$ cat config.mk
export PLATFORM = sky130hd
export DESIGN_NAME = tcopy_top
export DESIGN_NICKNAME = d
export VERILOG_FILES = /design/src/rtl/tcopy_pkg.sv /design/src/rtl/tcopy_ctrl.sv /design/src/rtl/tcopy_fanout.sv /design/src/rtl/tcopy_check.sv /design/src/rtl/tcopy_top.sv
export SDC_FILE = /design/constraint.sdc
export NUM_CORES = 1
export LEC_CHECK = 0
export CAP_MARGIN = 20
export CORE_MARGIN = 4
export CORE_UTILIZATION = 40
export DETAILED_ROUTE_END_ITERATION = 16
export GPL_TIMING_DRIVEN = 0
export PLACE_DENSITY = 0.73
export SLEW_MARGIN = 0
export SYNTH_ARGS = -nofsm -noshare
export SYNTH_HDL_FRONTEND = slang
export SYNTH_SLANG_ARGS = --single-unit
$ cat constraint.sdc
create_clock -name vclk -period 34.2
set_clock_uncertainty 0.05 [all_clocks]
set_input_delay 10.26 -clock vclk [all_inputs]
set_output_delay 10.26 -clock vclk [all_outputs]
set_load 0.005 [all_outputs]
$ cat src/rtl/tcopy_pkg.sv
package tcopy_pkg;
  localparam int TRIT_W = 2;
  localparam int DATA_N = 4;
  localparam int BUS_W  = TRIT_W * DATA_N;
  localparam int HALF_N = DATA_N / 2;

  typedef logic [TRIT_W-1:0] trit_t;

  // strobes from the mode decoder to the datapath stages
  typedef struct packed {
    logic  feedB;      // upper half of the slots carries B
    logic  blankLast;  // last slot is forced to zero
    trit_t weightA;    // parity weight applied to A
    trit_t weightB;    // parity weight applied to B
  } copyCtl_t;

  function automatic trit_t tAdd(trit_t x, trit_t y);
    logic [TRIT_W:0] s;
    s = {1'b0, x} + {1'b0, y};
    if (s >= 3'd3) s = s - 3'd3;
    return s[TRIT_W-1:0];
  endfunction

  function automatic trit_t tSucc(trit_t x);
    return tAdd(x, trit_t'(1));
  endfunction

  function automatic trit_t tMul(trit_t x, trit_t w);
    case (w)
      2'd1:    return x;
      2'd2:    return tAdd(x, x);
      default: return '0;
    endcase
  endfunction
endpackage

$ cat src/rtl/tcopy_ctrl.sv
module tcopy_ctrl
  import tcopy_pkg::*;
(
  input  logic     modeDual,
  output copyCtl_t ctl
);
  always_comb begin
    ctl.feedB     = modeDual;
    ctl.blankLast = !modeDual;
    // three copies of A weigh 3 = 0 (mod 3); two copies weigh 2
    ctl.weightA   = modeDual ? trit_t'(2) : trit_t'(0);
    ctl.weightB   = modeDual ? trit_t'(2) : trit_t'(0);
  end

  always_comb begin
    AST_STROBES_EXCLUSIVE: assert (ctl.feedB != ctl.blankLast);
  end
endmodule

$ cat src/rtl/tcopy_fanout.sv
module tcopy_fanout
  import tcopy_pkg::*;
(
  input  copyCtl_t          ctl,
  input  trit_t             aIn,
  input  trit_t             bIn,
  input  trit_t             pIn,
  input  logic [DATA_N-1:0] injSel,
  output logic [BUS_W-1:0]  dataBus,
  output trit_t             qOut
);
  for (genvar k = 0; k < DATA_N; k++) begin : gSlot
    trit_t src;
    if (k < HALF_N) begin : gLow
      assign src = aIn;
    end else if (k == DATA_N - 1) begin : gLast
      assign src = ctl.feedB ? bIn : (ctl.blankLast ? trit_t'(0) : aIn);
    end else begin : gHigh
      assign src = ctl.feedB ? bIn : aIn;
    end
    assign dataBus[k*TRIT_W +: TRIT_W] = injSel[k] ? tSucc(src) : src;
  end

  // parity taken from the sources with mode weights, not from the copies
  assign qOut = tAdd(pIn, tAdd(tMul(aIn, ctl.weightA), tMul(bIn, ctl.weightB)));
endmodule

$ cat src/rtl/tcopy_check.sv
module tcopy_check
  import tcopy_pkg::*;
(
  input  logic [BUS_W-1:0] dataBus,
  input  trit_t            qIn,
  input  trit_t            rIn,
  output logic [BUS_W-1:0] passBus,
  output trit_t            sOut,
  output logic             errOut
);
  trit_t acc;

  always_comb begin
    acc = rIn;
    for (int k = 0; k < DATA_N; k++) acc = tAdd(acc, dataBus[k*TRIT_W +: TRIT_W]);
  end

  assign passBus = dataBus;
  assign sOut    = acc;
  assign errOut  = (sOut != tSucc(qIn));
endmodule

$ cat src/rtl/tcopy_top.sv
module tcopy_top
  import tcopy_pkg::*;
(
  input  logic              modeDual,
  input  logic [TRIT_W-1:0] trA,
  input  logic [TRIT_W-1:0] trB,
  input  logic [TRIT_W-1:0] parIn,
  input  logic [TRIT_W-1:0] refIn,
  input  logic [DATA_N-1:0] injSel,
  output logic [BUS_W-1:0]  dataOut,
  output logic [TRIT_W-1:0] parOut,
  output logic [TRIT_W-1:0] chkOut,
  output logic              errOut
);
  copyCtl_t         ctl;
  logic [BUS_W-1:0] midBus;
  trit_t            qMid;

  tcopy_ctrl u_ctrl (.modeDual(modeDual), .ctl(ctl));

  tcopy_fanout u_fan (
    .ctl(ctl), .aIn(trA), .bIn(trB), .pIn(parIn), .injSel(injSel),
    .dataBus(midBus), .qOut(qMid)
  );

  tcopy_check u_chk (
    .dataBus(midBus), .qIn(qMid), .rIn(refIn),
    .passBus(dataOut), .sOut(chkOut), .errOut(errOut)
  );

  assign parOut = qMid;

  logic legalIn;
  assign legalIn = (trA != 2'd3) && (trB != 2'd3) && (parIn != 2'd3) && (refIn != 2'd3);

  always_comb begin
    if (legalIn) begin
      AST_SINGLE_LAST_ZERO: assert (modeDual || injSel[DATA_N-1] || dataOut[BUS_W-1 -: TRIT_W] == '0);
      AST_DUAL_PAIRS: assert (!modeDual || injSel != '0 || (dataOut[1:0] == dataOut[3:2] && dataOut[5:4] == dataOut[7:6]));
      AST_SINGLE_PARITY: assert (modeDual || parOut == parIn);
      AST_CLEAN_NO_ERR: assert (injSel != '0 || refIn != tSucc(parIn) || !errOut);
      AST_ONE_FAULT_FLAGGED: assert ($countones(injSel) != 1 || refIn != tSucc(parIn) || errOut);
      AST_BAD_REF_FLAGGED: assert (injSel != '0 || refIn == tSucc(parIn) || errOut);
    end
  end
endmodule

# Word level (Yosys, flattened, before mapping)
# Index checks and enable logic that the tools add are counted.
# op_classes
add_sub_neg	24
mul	0
div_mod_pow	0
order_cmp	12
n_eq_ne	3
n_shift	0
n_mux	21
bitwise	0
reduce_logical	0
# op_table
operator	count
two-way mux 2 bit	19
greater-or-equal comparator 3 x 2 -> 1 bit, second input constant	12
adder 2 x 2 -> 3 bit	8
subtractor 2 bit, second input constant	12
adder 2 x 1 -> 3 bit, second input constant	4
case mux 2 bit (2 select lines)	2
equality test 2 x 1 -> 1 bit, second input constant	1
equality test 2 bit, second input constant	1
!= test 2 bit	1
# totals
ff_bits	0
latch_bits	0
ramBits	0
romBits	0
input_bits	13
out_inout_bits	13
word_cells	60
n_memories	0

# Longest topological paths before layout
# depth
word_depth	17
ltp_mapped	30
depth_no_buf	30

# Cells and area by module
# Synthesis repeated with hierarchy kept, for this count alone.
# hier_totals
cells_unflattened	126
area_unflattened_um2	1003.5
# modules_own_cells
mod	n_inst	cells_each	area_per_inst_um2	seq_area_each_um2
tcopy_fanout	1	61	491.7	0.0
tcopy_check	1	58	466.7	0.0
tcopy_ctrl	1	7	45.0	0.0

# Worst setup path after synthesis
# Ideal clock, no wire load.
# synth_timing
kind	input to output
startpoint	input port trA[1]
endpoint	output port errOut
arrival_ps	16001
required_time_ps	23890
setup_slack_ps	7889
stages	30
path_buffers	0
cell_sequence	inv_1 > ha_1 > nand2_1 > o21ai_0 > ha_1 > fa_1 > ha_1 > nor2_1 > nand3b_1 > o21ai_0 > ha_1 > inv_1 > fa_1 > inv_1 > ha_1 > nor2b_1 > nand3_1 > o21ai_0 > ha_1 > fa_1 > ha_1 > nor2_1 > nand3b_1 > o21ai_0 > ha_1 > fa_1 > ha_1 > o21ba_1 > or4_1 > a32o_1
# synth_between
elab_chain_cells	17
word_cells_on_any_way	46
classes_between	add/sub: 20; order compare: 10; eq/ne: 1; mux: 15
# synth_rtl
element	line_no	source
from (decl)	tcopy_top.sv:5	input logic [TRIT_W-1:0] trA,
adder 2 x 1 -> 3 bit (*)	tcopy_pkg.sv:19	s = {1'b0, x} + {1'b0, y};
greater-or-equal comparator 3 x 2 -> 1 bit (*)	tcopy_pkg.sv:20	if (s >= 3'd3) s = s - 3'd3;
two-way mux 2 bit (*)	tcopy_pkg.sv:20	
two-way mux 2 bit (*)	tcopy_fanout.sv:21	assign dataBus[k*TRIT_W +: TRIT_W] = injSel[k] ? tSucc(src) : src;
net dataOut[0]	tcopy_top.sv:10	output logic [BUS_W-1:0] dataOut,
adder 2 x 2 -> 3 bit (*)	tcopy_pkg.sv:19	
greater-or-equal comparator 3 x 2 -> 1 bit / subtractor 2 bit (equally long branches)	tcopy_pkg.sv:20	
two-way mux 2 bit (*)	tcopy_pkg.sv:20	
(+2 left out)	-	
two-way mux 2 bit (*)	tcopy_pkg.sv:20	
adder 2 x 2 -> 3 bit (*)	tcopy_pkg.sv:19	
greater-or-equal comparator 3 x 2 -> 1 bit / subtractor 2 bit (equally long branches)	tcopy_pkg.sv:20	
two-way mux 2 bit (*)	tcopy_pkg.sv:20	
adder 2 x 2 -> 3 bit (*)	tcopy_pkg.sv:19	
greater-or-equal comparator 3 x 2 -> 1 bit / subtractor 2 bit (equally long branches)	tcopy_pkg.sv:20	
two-way mux 2 bit (*)	tcopy_pkg.sv:20	
!= test 2 bit (*)	tcopy_check.sv:20	assign errOut = (sOut != tSucc(qIn));
to (decl)	tcopy_top.sv:13	output logic errOut
# Mark *: on every way through the listed nets, which the timed path passes. The rest lies on a longest branch.

# Worst setup path after layout
# layout_timing
startpoint	input port trA[1]
endpoint	output port errOut
# layout_between
elab_chain_cells	17
word_cells_on_any_way	46
classes_between	add/sub: 20; order compare: 10; eq/ne: 1; mux: 15
# layout_rtl
element	line_no
adder 2 x 1 -> 3 bit	tcopy_pkg.sv:19
greater-or-equal comparator 3 x 2 -> 1 bit / subtractor 2 bit (equally long branches)	tcopy_pkg.sv:20
two-way mux 2 bit	tcopy_pkg.sv:20
two-way mux 2 bit	tcopy_fanout.sv:21
adder 2 x 2 -> 3 bit	tcopy_pkg.sv:19
greater-or-equal comparator 3 x 2 -> 1 bit / subtractor 2 bit (equally long branches)	tcopy_pkg.sv:20
two-way mux 2 bit	tcopy_pkg.sv:20
adder 2 x 2 -> 3 bit	tcopy_pkg.sv:19
greater-or-equal comparator 3 x 2 -> 1 bit / subtractor 2 bit (equally long branches)	tcopy_pkg.sv:20
two-way mux 2 bit	tcopy_pkg.sv:20
adder 2 x 2 -> 3 bit	tcopy_pkg.sv:19
greater-or-equal comparator 3 x 2 -> 1 bit / subtractor 2 bit (equally long branches)	tcopy_pkg.sv:20
two-way mux 2 bit	tcopy_pkg.sv:20
adder 2 x 2 -> 3 bit	tcopy_pkg.sv:19
greater-or-equal comparator 3 x 2 -> 1 bit / subtractor 2 bit (equally long branches)	tcopy_pkg.sv:20
two-way mux 2 bit	tcopy_pkg.sv:20
!= test 2 bit (*)	tcopy_check.sv:20
# Mark *: on every way between the ends. The rest lies on a longest branch, timed or not.

==> metrics.md <==
| Metric | Value |
|---|---|
| Status | finished clean |
| Detail Placement HPWL | roughly 1400 um |
| Post-placement cell area | 1020 sq um |
| WL/cell | 10.2 um |
| Inserted Diodes | 0 |
| Routed wire length | around 1500 um |
| # setup viols final | 0 |
| Commonest non-fill, non-tap cell in the layout | clkdlybuf4s50_1 |
| Worst Path Required | 23.89 ns |
| Worst Setup Path Type | input pin to primary output |
| Worst hold path stage count | 4 |
| Total gr overflow | 0 |
| Seq/Total Area, Yosys | 0% |
| First-pass GRT wire length | 2700 um |
| Cell accounting for the most synthesized area | ha_1 |
| Postcts setup bufs | 0 |
| Antenna violations before repair | 0 |
| Pin count of the biggest net entering global routing | 9 |
| Unique masters post-synth | 25 |
| Final instance area | around 1000 sq um |
| Fin nets | between 150 and 200 |
| Number of max-cap violations | 0 |
| Rows | 15 |
| Placed insts | 146 |
| Fin. Hold Viols | 0 |
| WP data arrival | between 15 and 20 ns |
| Vias in the first global route | 727 |
| Final Non-Filler Cells | roughly 150 |
| Hold_buf cts | 0 |
| Post-cts sizing count | 0 |
| Antenna-violating nets left | 0 |
| I/O Buffers | 26 |
| Die Y | 50.6 um |
| Critical Path Sink Type | primary output |
| Critical path's largest stage delay | 0.52 ns |
| Max-slew violation count | 0 |
| Seq cells | 0 |
| Fin Hold WS | 21.55 ns |
| Syn Area/Cell | 7.64 sq um |
| Fin crit share | 80.9% |
| Sum of negative setup slack | 0 ns |
| DIE AREA | 2560 sq um |
| Via count | 759 |
| RSZ-0062 raised after global routing | false |
| Slew headroom | 65.9% |
| Largest cells by area after synthesis | ha_1 (28%), fa_1 (17%), o21ai_0 (7.6%) |
| Core area | 1730 sq um |
| Register area | 0 sq um |
| Most frequent CP cell | ha_1 |
| Slowest CP cell | fa_1 |
| Synthesized cell area | 726 sq um |
| Synth top area share | 27.6% |
| # IOs | 26 |
| Slew @ Worst Pin | around 0.51 ns |
| DR vias/cell | 5.20 |
| Initial DRT Pass Iterations | 2 |
| GP Congestion | ~0.70 |
| P&R area growth vs syn | 40.2% |
| Area of the multi-input gates | 677 sq um |
| Width of the die | 50.6 um |
| Min cycle time layout | 27.65 ns |
| 1st-iter DRT viols | 2 |
| Total track usage | 12.3% |
| Fmax | 0.0362 GHz |
| Synthesized Nets | 130 |
| CLK BUF | 0 |
| Drc violations | 0 |
| Hold path start | injSel[1] |
| Critical path peak fanout | 4 |
| Fillcell total | roughly 180 |
| Share of cells above drive strength 1 | between 2 and 2.5% |
| Initial Util | 42.0% |
| Synthesis warning total | 0 |
| CP Launch Type | input pin |
| WHS Endpoint | dataOut[3] |
| Most frequent cells in the layout | clkdlybuf4s50_1 (26), ha_1 (16), inv_1 (13) |
| Mapped Cells | 95 |
| Hold Crit Class | input pin to primary output |
## critical path, delay by kind of cell
| family | cells | cell delay, ns |
|---|---|---|
| compound gates | 6 | 0.84 |
| fa+ha+maj | 13 | 3.81 |
| simple gates | 8 | 1.33 |
| buf+inv | 5 | 1.09 |
## how the worst max path moves through the flow
stage	from	to	slack, ns	depth (start not counted)
floorplan	trA[1]	errOut	7.89	30
global placement	trA[1]	errOut	6.71	32
detailed placement	trA[1]	errOut	6.56	32
CTS	trA[1]	errOut	6.51	32
global route	trA[1]	errOut	6.06	32
finish	trA[1]	errOut	6.55	32
## final cells by class
| type | count | share of cell area (%) |
|---|---|---|
| inverter | 13 | 4.80 |
| multi-input combinational | 82 | 66.5 |
| tap | 25 | 3.08 |
| timing repair buffer | 26 | 25.6 |
## routing by layer
layer	vias up	routed length [um]	track usage (%)
met5	-	0	0
met4	0	0	0
met3	0	91	2.67
met2	17	778	25.4
met1	348	621	13.2
li1	394	-	-
## per-stage QoR
step	worst slack (ns)	util [%]
global route	6.06	58.9
CTS	6.51	58.9
finish	6.55	58.9
detailed placement	6.56	58.9
floorplan	7.89	-
global placement	6.71	58.9
## cell families after synthesis
group,Yosys count,synth area share [%]
fa+ha+maj,22,44.1
mux,2,2.93
simple gates,33,23.4
xor+xnor,1,1.21
compound gates,24,21.6
buf+inv,13,6.72
## synth_stat cells, types with 2 or more instances
cell type,count
o32a_1,3
fa_1,6
o21a_1,2
o21ai_0,11
nor2b_1,2
nand2_1,9
nor3_1,5
inv_1,13
a21oi_1,4
nand3b_1,4
nand3_1,2
ha_1,16
nor2_1,6
Power is left out: the tool's default activity adds up to more than one toggle a clock period on the data nets, which glitch-free logic cannot reach.
